`src/rtl/irq_vector_pkg.sv`:
```
package irq_vector_pkg;
  localparam int NUM_SRC = 15;
  localparam int VEC_W   = 16;
  localparam int IDX_W   = $clog2(NUM_SRC);

  typedef struct packed {
    logic issue;
    logic issueHigh;
  } ctlStrobe_t;

  function automatic logic [VEC_W-1:0] vecOf(input int idx);
    case (idx)
      0:       return VEC_W'(16'h0003);
      1:       return VEC_W'(16'h004B);
      2:       return VEC_W'(16'h0053);
      3:       return VEC_W'(16'h000B);
      4:       return VEC_W'(16'h0033);
      5:       return VEC_W'(16'h005B);
      6:       return VEC_W'(16'h0013);
      7:       return VEC_W'(16'h0043);
      8:       return VEC_W'(16'h0063);
      9:       return VEC_W'(16'h001B);
      10:      return VEC_W'(16'h003B);
      11:      return VEC_W'(16'h006B);
      12:      return VEC_W'(16'h0023);
      13:      return VEC_W'(16'h002B);
      default: return VEC_W'(16'h0073);
    endcase
  endfunction

  // sources whose flag is dropped by hardware on entry; ext0/ext1 depend on trigger mode
  function automatic logic [NUM_SRC-1:0] autoClrMask(input logic [1:0] edgeMode);
    logic [NUM_SRC-1:0] m;
    m = '0;
    m[2] = 1'b1; m[3] = 1'b1; m[5] = 1'b1; m[8] = 1'b1;
    m[9] = 1'b1; m[11] = 1'b1; m[14] = 1'b1;
    m[0] = edgeMode[0];
    m[6] = edgeMode[1];
    return m;
  endfunction
endpackage

```
`src/rtl/irq_vector_dp.sv`:
```
module irq_vector_dp
  import irq_vector_pkg::*;
(
  input  logic               clk,
  input  logic               rstN,
  input  logic [NUM_SRC-1:0] reqFlags,
  input  logic [NUM_SRC-1:0] srcEnable,
  input  logic [NUM_SRC-1:0] srcPrio,
  input  logic               globalEnable,
  input  logic [1:0]         edgeTrig,
  input  ctlStrobe_t         ctl,
  output logic               anyHigh,
  output logic               anyReq,
  output logic [VEC_W-1:0]   vectorAddr,
  output logic [NUM_SRC-1:0] hwClear
);
  logic [NUM_SRC-1:0] sampleQ;
  logic [NUM_SRC-1:0] eligible, highVec, lowVec;
  logic [VEC_W-1:0]   vecTable [NUM_SRC];
  logic [IDX_W-1:0]   highIdx, lowIdx, winIdx;
  logic               highHit, lowHit;

  always_ff @(posedge clk) begin
    if (!rstN) sampleQ <= '0;
    else       sampleQ <= reqFlags;
  end

  assign eligible = sampleQ & srcEnable & {NUM_SRC{globalEnable}};
  assign highVec  = eligible & srcPrio;
  assign lowVec   = eligible & ~srcPrio;

  for (genvar g = 0; g < NUM_SRC; g++) begin : g_vec
    assign vecTable[g] = vecOf(g);
  end

  always_comb begin
    highIdx = '0; highHit = 1'b0;
    lowIdx  = '0; lowHit  = 1'b0;
    for (int i = NUM_SRC - 1; i >= 0; i--) begin
      if (highVec[i]) begin highHit = 1'b1; highIdx = IDX_W'(i); end
      if (lowVec[i])  begin lowHit  = 1'b1; lowIdx  = IDX_W'(i); end
    end
  end

  assign anyHigh = highHit;
  assign anyReq  = highHit | lowHit;
  assign winIdx  = highHit ? highIdx : lowIdx;

  always_comb begin
    vectorAddr = '0;
    hwClear    = '0;
    if (ctl.issue) begin
      vectorAddr = vecTable[winIdx];
      hwClear    = (NUM_SRC'(1) << winIdx) & autoClrMask(edgeTrig);
    end
  end
endmodule

```
`src/rtl/irq_vector_ctl.sv`:
```
module irq_vector_ctl
  import irq_vector_pkg::*;
(
  input  logic       clk,
  input  logic       rstN,
  input  logic       anyHigh,
  input  logic       anyReq,
  input  logic       lastCycle,
  input  logic       guardInstr,
  input  logic       retiPulse,
  output ctlStrobe_t ctl,
  output logic [1:0] inService
);
  logic levelBlocked;

  // bit 1 blocks everything; bit 0 blocks only low-level winners
  assign levelBlocked = inService[1] | (!anyHigh & inService[0]);

  always_comb begin
    ctl.issue     = anyReq & lastCycle & !guardInstr & !levelBlocked;
    ctl.issueHigh = anyHigh;
  end

  always_ff @(posedge clk) begin
    if (!rstN) begin
      inService <= '0;
    end else begin
      logic [1:0] nxt;
      nxt = inService;
      if (retiPulse) begin
        if (nxt[1]) nxt[1] = 1'b0;
        else        nxt[0] = 1'b0;
      end
      if (ctl.issue) nxt[ctl.issueHigh] = 1'b1;
      inService <= nxt;
    end
  end
endmodule

```
`src/rtl/irq_vector_unit.sv`:
```
module irq_vector_unit
  import irq_vector_pkg::*;
(
  input  logic               clk,
  input  logic               rstN,
  input  logic [NUM_SRC-1:0] reqFlags,
  input  logic [NUM_SRC-1:0] srcEnable,
  input  logic [NUM_SRC-1:0] srcPrio,
  input  logic               globalEnable,
  input  logic [1:0]         edgeTrig,
  input  logic               lastCycle,
  input  logic               guardInstr,
  input  logic               retiPulse,
  output logic               callReq,
  output logic [VEC_W-1:0]   vectorAddr,
  output logic [NUM_SRC-1:0] hwClear
);
  ctlStrobe_t ctl;
  logic       anyHigh, anyReq;
  logic [1:0] inService;

  irq_vector_dp u_dp (
    .clk(clk), .rstN(rstN), .reqFlags(reqFlags), .srcEnable(srcEnable),
    .srcPrio(srcPrio), .globalEnable(globalEnable), .edgeTrig(edgeTrig),
    .ctl(ctl), .anyHigh(anyHigh), .anyReq(anyReq),
    .vectorAddr(vectorAddr), .hwClear(hwClear)
  );

  irq_vector_ctl u_ctl (
    .clk(clk), .rstN(rstN), .anyHigh(anyHigh), .anyReq(anyReq),
    .lastCycle(lastCycle), .guardInstr(guardInstr), .retiPulse(retiPulse),
    .ctl(ctl), .inService(inService)
  );

  assign callReq = ctl.issue;
endmodule

```
`config.mk`:
```
export PLATFORM = sky130hd
export DESIGN_NAME = irq_vector_unit
export DESIGN_NICKNAME = d
export VERILOG_FILES = /design/src/rtl/irq_vector_pkg.sv /design/src/rtl/irq_vector_dp.sv /design/src/rtl/irq_vector_ctl.sv /design/src/rtl/irq_vector_unit.sv
export SDC_FILE = /design/constraint.sdc
export NUM_CORES = 1
export LEC_CHECK = 0
export BUFFER_PORTS_ARGS = -buffer_cell sky130_fd_sc_hd__buf_2
export CORE_UTILIZATION = 47
export CTS_BUF_LIST = sky130_fd_sc_hd__clkbuf_4
export DETAILED_ROUTE_END_ITERATION = 16
export PLACE_DENSITY = 0.83
export SYNTH_ARGS = -nofsm -noshare
export SYNTH_HDL_FRONTEND = slang
export SYNTH_SLANG_ARGS = --single-unit
```
`constraint.sdc`:
```
create_clock -name clk -period 3.15 [get_ports clk]
set_input_delay 0.1575 -clock clk [delete_from_list [all_inputs] [get_ports clk]]
set_output_delay 0.1575 -clock clk [all_outputs]
set_load 0.1 [all_outputs]
```
After elaboration in Yosys (flattened, before gate mapping)
Memories as Yosys holds them, arrays and structs flattened.
Cells that the tools add are included.
- logic and storage cells: 96
- memories kept: 1
- output and inout port bits: 32
- bits in registers: 17
- input bits: 53
- ROM bits: 256
- memories (name ; words ; bits a word ; rd ports ; clocked after memory_dff ; write ports ; line ; RTL):
    (no name shown) ; 16 ; 16 ; 1 ; 0 ; 0 ; irq_vector_dp.sv:53 ; vectorAddr = vecTable[winIdx];
- shifts and indexed selects: 1
- magnitude comparators: 3
- reduce and logical (&&, ||, !) cells: 4
- bitwise gates (word level): 14
- mux-type cells: 71
- operators with widths (operator ; number):
    $mux 4 ; 31
    $and 15x15->15 ; 5
    $mux 16 ; 3
    $mux 1 ; 32
    $mux 15 ; 1
    $not 15->15 ; 1
    $shl 1x4->15 const A ; 1
    $mux 2 ; 3
    $ge 5x5->1 const B ; 1
    $not 4->5 ; 1
    $and 1x1->1 ; 4
    $logic_not 1->1 ; 3
    $lt 1x2->1 const B ; 1
    $or 1x1->1 ; 2
    $or 2x2->2 ; 1
    $demux 1 s1 ; 1
    $ge 1x1->1 const B ; 1
    $logic_and 1x1->1 ; 1

Longest topological paths before layout
Gate-level depths: netlist of the first run.
- word-level depth: 24
- gate-level depth with buffers: 14

Hierarchy
From an unflattened synthesis of the first run, not the netlist that was laid out.
- cells, all modules: 201
- area total of the unflattened synthesis: 1706.6 um2
- by module, submodules not included (module ; cells each ; area each (um2) ; instances):
    irq_vector_dp ; 188 ; 1591.5 ; 1
    irq_vector_ctl ; 13 ; 115.1 ; 1

Least setup slack after synthesis of the first run
Ideal clock, no wire load.
- kind: reg-to-output
- start point: register u_dp.sampleQ[3]
- end point: output vectorAddr[4]
- data arrival time: 4.490 ns
- setup slack: -1.497 ns
- buffers on the path: 1
- required time: 2.992 ns
- cell stages (with the launch flop): 11
- cell sequence: dfxtp_1 nand4_2 nand4_2 or4_4 or4b_1 and2_1 buf_6 inv_1 ha_1 mux2i_1 o32ai_1
- cells in the longest elaborated chain, start to end: 13
- RTL lines (item ; line ; RTL):
    start: declaration ; irq_vector_dp.sv:17 ; logic [NUM_SRC-1:0] sampleQ;
    start signal: assignment ; irq_vector_dp.sv:25 ; else sampleQ <= reqFlags;
    $and 15x15->15 * (2 in a row) ; irq_vector_dp.sv:28 ; assign eligible = sampleQ & srcEnable & {NUM_SRC{globalEnable}};
    $and 15x15->15, on equally long branches ; irq_vector_dp.sv:30, irq_vector_dp.sv:29 ;
    $mux 4, or another cell as far along (4 in a row) ; irq_vector_dp.sv:41 ; if (lowVec[i]) begin lowHit = 1'b1; lowIdx = IDX_W'(i); end
    $mux 4 or $logic_not 1->1 (tied branches) ; irq_vector_dp.sv:47, irq_vector_ctl.sv:17 ;
    $not 4->5 (implied by the code) or $and 1x1->1 (tied branches) ; irq_vector_dp.sv:53, irq_vector_ctl.sv:17 ;
    $mem_v2 16x16 or $or 1x1->1 (tied branches) ; -- ;
    $mux 16 (implied by the code) or $logic_not 1->1 (tied branches) ; irq_vector_dp.sv:53, irq_vector_ctl.sv:20 ;
    $mux 16 (implied by the code) or $and 1x1->1 (tied branches) ; irq_vector_dp.sv:53, irq_vector_ctl.sv:20 ;
    $mux 16 * ; irq_vector_dp.sv:52 ; if (ctl.issue) begin
    end: declaration ; irq_vector_unit.sv:15 ; output logic [VEC_W-1:0] vectorAddr,
Mark *: on every way between the ends. The rest lies on a longest branch, timed or not. The select of a mux whose other input is x is not followed.

Worst setup path in the final report of the first run
- start point: register u_dp.sampleQ[1]
- end point: output vectorAddr[6]
- cells in the longest elaborated chain, start to end: 11
- RTL lines (item ; line):
    $and 15x15->15 * (2 in a row) ; irq_vector_dp.sv:28
    $and 15x15->15, on equally long branches ; irq_vector_dp.sv:30, irq_vector_dp.sv:29
    $mux 4, or another cell as far along (2 in a row) ; irq_vector_dp.sv:41
    $mux 4 or $logic_not 1->1 (tied branches) ; irq_vector_dp.sv:47, irq_vector_ctl.sv:17
    $not 4->5 (implied by the code) or $and 1x1->1 (tied branches) ; irq_vector_dp.sv:53, irq_vector_ctl.sv:17
    $mem_v2 16x16 or $or 1x1->1 (tied branches) ; --
    $mux 16 (implied by the code) or $logic_not 1->1 (tied branches) ; irq_vector_dp.sv:53, irq_vector_ctl.sv:20
    $mux 16 (implied by the code) or $and 1x1->1 (tied branches) ; irq_vector_dp.sv:53, irq_vector_ctl.sv:20
    $mux 16 * ; irq_vector_dp.sv:52
Marked as above.

==> results of run 1 <==
## layout make-up
class,instances,area share (%)
multi-input cells,168,52.54
flip-flops and latches,17,14.71
repair buffers,94,28.15
clock buffers,4,1.270
well taps,46,2.434
inverters,5,0.8995
## through the flow
step	setup TNS [ps]	setup WS (ps)	hold WS (ps)
2_1_floorplan	-616.9	-271.6	279.2
3_3_place_gp	0	26.40	361.5
3_5_place_dp	-41.27	-39.65	365.6
4_1_cts	-88.27	-85.07	58.64
5_1_grt	-379.2	-166.3	47.09
6_report	-86.15	-54.37	58.98
## synth_stat cells, types with 2 or more instances
master and instances:
sky130_fd_sc_hd__a21oi_1 6, sky130_fd_sc_hd__a21boi_0 2, sky130_fd_sc_hd__nand4_2 2, sky130_fd_sc_hd__nor3_1 2, sky130_fd_sc_hd__buf_6 4, sky130_fd_sc_hd__dfxtp_1 17, sky130_fd_sc_hd__a211o_1 2, sky130_fd_sc_hd__a21o_1 3
sky130_fd_sc_hd__nand4_1 19, sky130_fd_sc_hd__and4b_1 11, sky130_fd_sc_hd__inv_1 5, sky130_fd_sc_hd__nand4b_1 8, sky130_fd_sc_hd__o211ai_1 4, sky130_fd_sc_hd__nand2_1 8, sky130_fd_sc_hd__o21ai_0 6, sky130_fd_sc_hd__ha_1 4
sky130_fd_sc_hd__nand3_1 3, sky130_fd_sc_hd__nor2_1 11, sky130_fd_sc_hd__and4_1 5, sky130_fd_sc_hd__and2_1 21, sky130_fd_sc_hd__nand3b_1 2, sky130_fd_sc_hd__and3_1 4, sky130_fd_sc_hd__buf_4 18, sky130_fd_sc_hd__nor4_1 2
sky130_fd_sc_hd__nand2b_1 3
## state kept, by name, summed over array words and instances, names as in the netlist
signal,flops
u_ctl.inService,2
u_dp.sampleQ,15
## report_power, final
group	switching, W	internal (W)
registers	0.00000675	0.000227
clock network	0.0000677	0.0000579
logic	0.000304	0.000141
total	0.000378	0.000426
## logic make-up after synthesis
group	count (synthesis)	share of synthesized area, %
mux	1	0.6079
xor+xnor	1	0.5320
compound gates	36	16.64
other cells	1	0.2277
buf+inv	29	12.61
fa+ha+maj	4	3.040
simple gates	110	45.67
flops	17	20.67
## layer usage
metal	GRT usage (%)	part of all wire, %	vias up
met5	0	0	-
met4	15.26	3.8	0
met3	2.101	5.7	20
met2	46.74	49	93
met1	29.32	41	847
li1	-	-	915
## worst max-delay path, stage by stage (launching register included)
cell and delay, ps:
sky130_fd_sc_hd__dfxtp_2 330, sky130_fd_sc_hd__nand4_1 150, sky130_fd_sc_hd__nand4_4 120, sky130_fd_sc_hd__or4_4 550, sky130_fd_sc_hd__or4b_4 490, sky130_fd_sc_hd__and2_4 190
sky130_fd_sc_hd__inv_4 60, sky130_fd_sc_hd__ha_4 190, sky130_fd_sc_hd__xor2_1 130, sky130_fd_sc_hd__nor2_1 80, sky130_fd_sc_hd__a311oi_4 250, sky130_fd_sc_hd__buf_12 210
## worst max-delay path by stage
stage	depth (start not counted)	to	startpoint	slack (ps)
after floorplan	11	vectorAddr[6]	u_dp.sampleQ[11]	-270
after global placement	12	vectorAddr[6]	globalEnable	30
after detailed placement	12	vectorAddr[6]	globalEnable	-40
after CTS	11	vectorAddr[6]	u_dp.sampleQ[2]	-90
after global routing	11	vectorAddr[6]	u_dp.sampleQ[1]	-170
final	11	vectorAddr[6]	u_dp.sampleQ[1]	-50
## repair_timing
item,in CTS,in global routing
hold endpoints to repair,0,0
pin swaps,11,5
endpoints found under the setup margin,6,7
buffers inserted,6,4
gates resized for setup,7,12
## layout by cell type, fill, tap and decap left out, types with 2 or more instances in the layout
master	n
sky130_fd_sc_hd__nand4b_1	8
sky130_fd_sc_hd__and4b_1	11
sky130_fd_sc_hd__o21ai_0	6
sky130_fd_sc_hd__nand3_1	3
sky130_fd_sc_hd__ha_1	2
sky130_fd_sc_hd__nor2_1	11
sky130_fd_sc_hd__nand4_1	19
sky130_fd_sc_hd__nand4_4	2
sky130_fd_sc_hd__buf_2	56
sky130_fd_sc_hd__a21o_1	3
sky130_fd_sc_hd__nand3b_1	2
sky130_fd_sc_hd__and3_1	4
sky130_fd_sc_hd__inv_1	4
sky130_fd_sc_hd__a211o_1	2
sky130_fd_sc_hd__nand2_1	8
sky130_fd_sc_hd__and4_1	5
sky130_fd_sc_hd__a21oi_1	4
sky130_fd_sc_hd__a21oi_2	2
sky130_fd_sc_hd__conb_1	16
sky130_fd_sc_hd__a21boi_0	2
sky130_fd_sc_hd__and2_1	20
sky130_fd_sc_hd__dfxtp_1	11
sky130_fd_sc_hd__nor4_1	2
sky130_fd_sc_hd__nand2b_1	3
sky130_fd_sc_hd__clkbuf_4	4
sky130_fd_sc_hd__dfxtp_2	6
sky130_fd_sc_hd__buf_4	30
sky130_fd_sc_hd__o211ai_1	4
sky130_fd_sc_hd__buf_12	8
==> Flow_metrics.wiki, run 1 <==
{| class="wikitable"
! Metric !! Value
|-
| Result of the run || finished with violations
|-
| Violations in the final reports || setup timing
|-
| Max-slew violation total from the final report || 0
|-
| HP Class || input port to flop
|-
| Final std cell area, no fill || 2365 µm²
|-
| Share of the synthesized area in the top cell type || 20.67%
|-
| Hold violation count in the final report || 0
|-
| Antenna violations before repair || 0
|-
| Worst-path maximum fanout || 3
|-
| LEAKAGE || roughly 1.2 nW
|-
| End of the worst register-to-register path || u_ctl.inService[0]
|-
| Core region area || around 3300 µm²
|-
| Arrival time at the worst endpoint || between 3000 and 4000 ps
|-
| Largest net degree at the start of global routing || 35
|-
| Crit Reg-Reg Startpoint || u_dp.sampleQ[3]
|-
| Number of search-and-repair iterations in the first detailed-routing pass || 4
|-
| Layout Nets || ~350
|-
| Worst Min Path Start || reqFlags[8]
|-
| Number of vias after detailed routing || between 1500 and 2000
|-
| DRT antenna net count || 0
|-
| All-Layer GR Usage || roughly a quarter
|-
| Total Routed Length || between 4 and 5 mm
|-
| Pwr Total || 0.0008044 W
|-
| Count of unique library cells instantiated by Yosys || between 50 and 60
|-
| Data required time of the worst path || approximately 3000 ps
|-
| Average footprint of a synthesized cell || approximately 8.3 µm²
|-
| FF/Latch Area || 347.8 µm²
|-
| Minimum setup slack in the final design || -54.37 ps
|-
| Vias in the first global route || between 1500 and 2000
|-
| Remaining design rule violation count || 0
|-
| CTS H-tree depth || 1
|-
| Number of rows in the core area || 21
|-
| Start-to-end type of the worst setup path || flop to output pin
|-
| Cell depth of the worst min-delay path || 2
|-
| Final routed wire length divided by cell count || roughly 13 µm
|-
| First-pass GRT wire length || roughly 7.2 mm
|-
| Post-synthesis to final-layout area growth || 43.62%
|-
| Post-detail-place hpwl || 3.617 mm
|-
| Synth Instances || between 150 and 200
|-
| Total placed instance area || 2221 µm²
|-
| Number of buffers between clock root and the deepest sink || 2
|-
| Max capacitance violation total || 0
|-
| Slew @ Worst Pin || 503.0 ps
|-
| Number of cells after detailed placement || between 300 and 400
|-
| Synth Cell Area || 1647 µm²
|-
| Number of endpoints failing setup at the final stage || 2
|-
| Fraction of layout instances using a drive strength above 1 || around 43%
|-
| Part of the Yosys area used for sequential elements || just over 20%
|-
| Die area || ~3700 µm²
|-
| Initial core utilization || about half
|-
| Vert. Die Dim || approximately 61 µm
|-
| 1st-iter DRT viols || 73
|-
| EDFF count, synth || 0
|-
| Dominant cells by area after synthesis || sky130_fd_sc_hd__dfxtp_1, sky130_fd_sc_hd__buf_4, sky130_fd_sc_hd__and2_1
|-
| Final worst clock skew || 8.863 ps
|-
| FF-to-FF path depth || 7
|-
| Number of filler instances in the final layout || 260
|-
| CP Capture Type || output pin
|-
| Vias per Instance || around 5.6
|-
| Hold-critical path endpoint || u_dp.sampleQ[8]
|-
| Top achievable clock speed || about 310 MHz
|-
| Footprint of the multi-input gates || 1242 µm²
|-
| Hold bufs inserted after CTS || 0
|-
| Kind of launch point of the worst setup path || flop
|-
| Clock latency at the later pin of the worst-skew pair || around 300 ps
|-
| Shortest period the worst path allows || around 3200 ps
|-
| Clock buffers created by TritonCTS || 3
|-
| Total overflow reported by the global router || 0
|-
| Width of the die || 61.19 µm
|-
| Non-filler cells in the finished layout || 334
|-
| Boundary pin count || between 80 and 90
|-
| Placer Congestion || around 0.85
|-
| Ratio of total power to cell area || 340.1 nW/µm²
|-
| Most used flip-flop cell after synthesis || sky130_fd_sc_hd__dfxtp_1
|-
| Number of synthesized register bits || 17
|-
| Number of sinks driven by the clock tree || 17
|-
| CTS tree || yes
|-
| RSZ-0062 raised after global routing || true
|-
| CTS clock-pin slew for the worst setup and hold paths || 100 ps
|-
| Buffer cell driving the clock tree root || sky130_fd_sc_hd__clkbuf_4
|-
| Max_slew headroom || 66.15%
|-
| Post-layout util || 70.87%
|-
| Async S/R FF share, synth || 0%
|-
| Yosys warnings || 0
|-
| # port buffers || a little under 70
|-
| Peak supply drop || roughly 0.26 mV
|-
| Diode count || 0
|-
| Worst reg2reg setup slack || roughly 1400 ps
|-
| Cell type with the largest total area after synthesis || sky130_fd_sc_hd__dfxtp_1
|-
| Share of the clock period used by the worst path after layout || 101.7%
|}
Power figures use the tool's default switching activity.
==> run 2, diff against run 1 <==
CTS_CLUSTER_SIZE = 12   (was not set)
GPL_TIMING_DRIVEN = 0   (was not set)
==> Flow_metrics.wiki, run 2 (synthesis gave the netlist of run 1 again) <==
{| class="wikitable"
! Metric !! Value
|-
| Met2 Resource Use GR || 47.83%
|-
| Footprint of the multi-input gates || roughly 1300 µm²
|-
| GR met1 Demand/Resource || between 30% and 40%
|-
| Violations in the final reports || setup timing
|-
| Arrival time at the worst endpoint || roughly 3200 ps
|-
| Number of vias after detailed routing || a little under 2000
|-
| Width of the die || 61.19 µm
|-
| Final routed wire length divided by cell count || between 10 and 15 µm
|-
| Die area || 3744 µm²
|-
| Number of search-and-repair iterations in the first detailed-routing pass || 4
|-
| Top cell family by delay on the critical path || simple AND/OR/NAND/NOR gates
|-
| Layout Nets || approximately 360
|-
| Reg with most FFs || u_dp.sampleQ
|-
| Max-slew violation total from the final report || 0
|-
| Final std cell area, no fill || 2541 µm²
|-
| Hold violation count in the final report || 0
|-
| Minimum setup slack in the final design || -178.8 ps
|-
| Max capacitance violation total || 0
|-
| Post-detail-place hpwl || about 3.4 mm
|-
| Vias per Instance || 5.619
|-
| Worst reg2reg setup slack || 1360 ps
|-
| Vert. Die Dim || around 60 µm
|-
| Largest net degree at the start of global routing || 11
|-
| DRT antenna net count || 0
|-
| 1st-iter DRT viols || between 70 and 80
|-
| Number of buffers between clock root and the deepest sink || 2
|-
| Diode count || 0
|-
| Start-to-end type of the worst setup path || flop to output pin
|-
| Result of the run || finished with violations
|-
| Vias in the first global route || approximately 1700
|-
| Slew @ Worst Pin || between 600 and 700 ps
|-
| Number of rows in the core area || 21
|-
| Antenna violations before repair || 0
|-
| Fraction of layout instances using a drive strength above 1 || a little under half
|-
| Most common library cell in the layout ignoring fill and taps || sky130_fd_sc_hd__buf_2
|-
| Maximum single-stage delay on the critical path || 540 ps
|-
| Clock latency at the later pin of the worst-skew pair || roughly 300 ps
|-
| All-Layer GR Usage || around 26%
|-
| Max_slew headroom || about three fifths
|-
| Top achievable clock speed || between 300 and 400 MHz
|-
| Data required time of the worst path || 2990 ps
|-
| FF/Latch Area || 342.8 µm²
|-
| CTS tree || yes
|-
| Number of filler instances in the final layout || between 200 and 300
|-
| Total placed instance area || 2165 µm²
|-
| LEAKAGE || between 1 and 1.5 nW
|-
| Initial core utilization || ~50%
|-
| Remaining design rule violation count || 0
|-
| Post-synthesis to final-layout area growth || 54.33%
|-
| Commonest cells after routing, fill and taps aside || sky130_fd_sc_hd__buf_2, sky130_fd_sc_hd__buf_4, sky130_fd_sc_hd__and2_1, sky130_fd_sc_hd__nand4_1, sky130_fd_sc_hd__conb_1
|-
| Number of sinks driven by the clock tree || 17
|-
| RSZ-0062 raised after global routing || true
|-
| Buffer cell driving the clock tree root || sky130_fd_sc_hd__clkbuf_4
|-
| Slowest stage cell, crit path || sky130_fd_sc_hd__or4_4
|-
| Buf+Inv Stages, Crit Path || 2
|-
| Total Routed Length || 4.740 mm
|-
| Shortest period the worst path allows || around 3300 ps
|-
| Boundary pin count || 85
|-
| Kind of launch point of the worst setup path || flop
|-
| Met3 Use GR || around 2.1%
|-
| Core region area || ~3300 µm²
|-
| Most frequent CP cell || sky130_fd_sc_hd__nand4_1
|-
| CTS H-tree depth || 1
|-
| Total overflow reported by the global router || 0
|-
| Clock buffers created by TritonCTS || 3
|-
| Peak supply drop || approximately 0.28 mV
|-
| Worst slack on hold paths || around 57 ps
|-
| Share of the clock period used by the worst path after layout || 105.7%
|-
| Worst-path maximum fanout || 4
|-
| Final worst clock skew || 5.887 ps
|-
| CTS clock-pin slew for the worst setup and hold paths || 90 ps
|-
| # port buffers || between 60 and 70
|-
| Ratio of total power to cell area || ~340 nW/µm²
|-
| Gr busiest metal || met2
|-
| CP Capture Type || output pin
|-
| HP Class || input port to flop
|-
| Placer Congestion || approximately 0.84
|-
| Registers with the most flip-flops || u_dp.sampleQ: 15 flops, u_ctl.inService: 2 flops
|-
| Number of endpoints failing setup at the final stage || 4
|-
| Flip-flop count of the largest register, all copies and words added || 15
|-
| First-pass GRT wire length || 7.231 mm
|-
| Crit-path cells || nand4_1, nand4_1, or4_4, or4b_4, and2_4, inv_4, ha_4, xor2_1, nor2_1, a311oi_4, buf_12
|}
[run 2: cell count changes in the layout (fill, tap and decap cells not counted), sizes merged]
cell / delta
clkbuf: +2
buf: +8
[run 2: worst reg2reg max path, delay by kind of cell, from the launching register on]
family,cells,cell delay (ps)
AOI/OAI and AO/OA,1,190
DFF,1,340
and+or+nand+nor,4,1000
buffers and inverters,1,160
[run 2: cell type report]
type	instances	area share (%)
plain buffers	23	6.992
clock buffers	4	1.182
inverters	5	0.8370
multi-input cells	168	52.88
flip-flops and latches	17	13.49
well taps	46	2.265
repair buffers	81	22.35
[run 2: layer usage]
layer / up-vias / wire length [µm]
li1: 932 / -
met1: 905 / 1813
met2: 85 / 2602
met3: 11 / 226
met4: 0 / 97
met5: - / 0
[run 2: worst paths after layout]
kind	start	end	cells after the start
setup / recovery	u_dp.sampleQ[4]	vectorAddr[6]	11
hold reg to reg	u_ctl.inService[0]	u_ctl.inService[0]	3
hold / removal	reqFlags[10]	u_dp.sampleQ[10]	2
setup reg to reg	u_dp.sampleQ[4]	u_ctl.inService[1]	6
[run 2: repair_timing]
| action | 4_1_cts | 5_1_grt |
|---|---|---|
| gates resized for setup | 38 | 24 |
| pin swaps | 12 | 12 |
| endpoints found under the setup margin | 15 | 13 |
| hold buffers | 0 | 0 |
| setup buffers | 9 | 5 |
[run 2: stage by stage]
stage          worst slack [ps]  cells   power, W  setup TNS, ps  util, %
6_report                 -178.8    344  0.0008765         -425.6    76.15
5_1_grt                  -274.9    344  0.0009223          -1157    76.15
4_1_cts                  -244.4    339  0.0008416          -1247    71.73
3_5_place_dp             -247.2    327  0.0006601         -372.9    64.87
3_3_place_gp             -196.2    327  0.0006532         -229.6    64.87
2_1_floorplan            -271.6    214  0.0005807         -616.9        -
[run 2: report_power, final]
part	leakage, nW	internal, W	switching (W)	total, W
logic	1.08	0.000186	0.000332	0.000518
clock network	0.0184	0.0000580	0.0000671	0.000125
registers	0.142	0.000227	0.00000693	0.000234
total	1.24	0.000470	0.000406	0.000877
==> run 3, diff against run 2 <==
ABC_AREA = 1   (was not set)
PLACE_DENSITY = 0.82   (was 0.83)
==> Flow_metrics.wiki, run 3 <==
{| class="wikitable"
! Metric !! Value
|-
| Kind of launch point of the worst setup path || flop
|-
| Number of buffers between clock root and the deepest sink || 2
|-
| Initial core utilization || 49.78%
|-
| Count of unique library cells instantiated by Yosys || 31
|-
| Worst-path maximum fanout || 7
|-
| Registers with the most flip-flops || u_dp.sampleQ: 15 flops, u_ctl.inService: 2 flops
|-
| Most frequently used cell type in the post-synthesis netlist || sky130_fd_sc_hd__nand2_1
|-
| # port buffers || 66
|-
| Cell type with the largest total area after synthesis || sky130_fd_sc_hd__dfxtp_1
|-
| Async S/R FF share, synth || 0%
|-
| Met2 Resource Use GR || 38.10%
|-
| Remaining design rule violation count || 0
|-
| Gr busiest metal || met2
|-
| Top cell family by delay on the critical path || simple AND/OR/NAND/NOR gates
|-
| Setup TNS || 0 ps
|-
| Vias in the first global route || ~1500
|-
| Post-cts resize count || 0
|-
| Share of the synthesized area in the top cell type || 20.33%
|-
| Buffer cell driving the clock tree root || sky130_fd_sc_hd__clkbuf_4
|-
| Hold violation count in the final report || 0
|-
| All-Layer GR Usage || 19.25%
|-
| Vias per Instance || 4.273
|-
| Synth Instances || 290
|-
| Startpoint of the most critical setup path || u_dp.sampleQ[8]
|-
| Most common library cell in the layout ignoring fill and taps || sky130_fd_sc_hd__nand2_1
|-
| Largest net degree at the start of global routing || 11
|-
| Slowest stage cell, crit path || sky130_fd_sc_hd__clkbuf_4
|-
| Start-to-end type of the worst setup path || flop to output pin
|-
| Number of rows in the core area || 21
|-
| Final worst clock skew || between 4 and 5 ps
|-
| Crit-path cells || nand3_1, nor2_1, nor2_1, nand3_1, nor3_2, nand2_4, nor2_1, nand2_1, nand2_1, ha_1, o21ai_1, o21ai_1, nor2_2, clkbuf_4
|-
| Diode count || 0
|-
| RSZ-0062 raised after global routing || false
|-
| Arrival time at the worst endpoint || around 2700 ps
|-
| Max-slew violation total from the final report || 0
|-
| HP Class || input port to flop
|-
| Average footprint of a synthesized cell || slightly below 6 µm²
|-
| Number of synthesized register bits || 17
|-
| Synth Cell Area || between 1500 and 2000 µm²
|-
| Flip-flop count of the largest register, all copies and words added || 15
|-
| Yosys warnings || 0
|-
| EDFF count, synth || 0
|-
| Boundary pin count || 85
|-
| Number of endpoints failing setup at the final stage || 0
|-
| Post-synthesis to final-layout area growth || 29.37%
|-
| Most used flip-flop cell after synthesis || sky130_fd_sc_hd__dfxtp_1
|-
| CP Capture Type || output pin
|-
| Fraction of layout instances using a drive strength above 1 || approximately a third
|-
| Commonest cells after routing, fill and taps aside || sky130_fd_sc_hd__nand2_1, sky130_fd_sc_hd__buf_2, sky130_fd_sc_hd__inv_1, sky130_fd_sc_hd__nor2_1, sky130_fd_sc_hd__buf_4
|-
| CTS H-tree depth || 1
|-
| Total overflow reported by the global router || 0
|-
| Commonest cells in the netlist || sky130_fd_sc_hd__nand2_1, sky130_fd_sc_hd__inv_1, sky130_fd_sc_hd__nor2_1
|-
| Layout Nets || 433
|-
| Clock buffers created by TritonCTS || 3
|-
| Result of the run || complete, no violations
|-
| First-pass GRT wire length || roughly 5.6 mm
|-
| Number of sinks driven by the clock tree || 17
|-
| Maximum single-stage delay on the critical path || 330 ps
|-
| Die area || 3804 µm²
|-
| Hold bufs inserted after CTS || 0
|-
| Final routed wire length divided by cell count || a little over 8 µm
|-
| Dominant cells by area after synthesis || sky130_fd_sc_hd__dfxtp_1, sky130_fd_sc_hd__nand2_1, sky130_fd_sc_hd__inv_1
|-
| Share of the clock period used by the worst path after layout || 90.02%
|-
| Part of the Yosys area used for sequential elements || 20.33%
|-
| Most frequent CP cell || sky130_fd_sc_hd__nor2_1
|-
| Total Routed Length || 3.400 mm
|-
| Reg with most FFs || u_dp.sampleQ
|-
| Clock latency at the later pin of the worst-skew pair || approximately 290 ps
|-
| Core region area || between 3000 and 4000 µm²
|-
| Antenna violations before repair || 0
|-
| Worst slack on hold paths || roughly 35 ps
|-
| LEAKAGE || ~1.4 nW
|-
| Buf+Inv Stages, Crit Path || 1
|-
| CTS tree || yes
|-
| Ratio of total power to cell area || roughly 350 nW/µm²
|-
| Max capacitance violation total || 0
|-
| DRT antenna net count || 0
|-
| Shortest period the worst path allows || roughly 2800 ps
|-
| Number of search-and-repair iterations in the first detailed-routing pass || 4
|-
| 1st-iter DRT viols || 44
|-
| Data required time of the worst path || 2990 ps
|-
| Top achievable clock speed || roughly 350 MHz
|-
| Vert. Die Dim || roughly 62 µm
|-
| Number of vias after detailed routing || between 1500 and 2000
|-
| Placer Congestion || between 0.8 and 0.9
|-
| Post-detail-place hpwl || 2.976 mm
|-
| Crit Reg-Reg Startpoint || u_dp.sampleQ[8]
|-
| Width of the die || 61.68 µm
|-
| GR met1 Demand/Resource || roughly a fifth
|-
| Setup Fix Bufs, Post-CTS || 0
|-
| CTS clock-pin slew for the worst setup and hold paths || approximately 100 ps
|-
| Worst Min Path Start || reqFlags[5]
|-
| Peak supply drop || 0.2865 mV
|-
| Met3 Use GR || around 2.5%
|}
-- run 3: cell type report --
| type | count | area (µm²) |
|---|---|---|
| inverters | 63 | 236.5 |
| clock buffers | 3 | 22.52 |
| well taps | 46 | 57.56 |
| plain buffers | 23 | 180.2 |
| flip-flops and latches | 17 | 340.3 |
| fillers | 328 | 1197 |
| clock inverters | 1 | 5.005 |
| repair buffers | 66 | 335.3 |
| multi-input cells | 202 | 988.4 |
-- run 3: routing by layer --
| metal | wire (µm) | share of wire, % |
|---|---|---|
| met1 | 1496 | 44 |
| met2 | 1666 | 49 |
| met3 | 205 | 6.0 |
| met4 | 31 | 0.91 |
| met5 | 0 | 0 |
-- run 3: logic make-up after synthesis --
| group | Yosys count | share of synthesized area [%] |
|---|---|---|
| buffers and inverters | 86 | 24.89 |
| AOI/OAI and AO/OA | 19 | 6.877 |
| adders and majority gates | 4 | 2.990 |
| DFF | 17 | 20.33 |
| other | 1 | 0.2240 |
| and+or+nand+nor | 163 | 44.69 |
-- run 3: worst paths after layout --
path	to	slack, ps	cells after the start
min reg2reg	u_ctl.inService[0]	490	2
max	vectorAddr[6]	310	14
min	u_dp.sampleQ[5]	40	3
max reg2reg	u_ctl.inService[1]	1690	10
-- run 3: tightest hold or removal path, delay by kind of cell --
kind / cells / cell delay (ps)
buffers and inverters: 2 / 110
and+or+nand+nor: 1 / 40
-- run 3: stage by stage --
stage | util, % | worst slack, ps | total power (W) | area, µm² | cells
6_report | 64.40 | 314.2 | 0.0007673 | 2166 | 421
4_1_cts | 64.25 | 223.5 | 0.0007702 | 2161 | 421
2_1_floorplan | - | -70.20 | 0.0005822 | 1745 | 305
5_1_grt | 64.40 | 7.017 | 0.0008193 | 2166 | 421
3_5_place_dp | 63.43 | 481.2 | 0.0006548 | 2133 | 417
3_3_place_gp | 63.43 | 512.4 | 0.0006483 | 2133 | 417
-- run 3: power by group --
part / internal, W / total [W] / leakage (nW) / switching (W)
clock: 0.0000473 / 0.000117 / 0.0177 / 0.0000696
combinational: 0.000110 / 0.000420 / 1.20 / 0.000310
sequential: 0.000226 / 0.000230 / 0.141 / 0.00000412
total: 0.000384 / 0.000767 / 1.36 / 0.000384
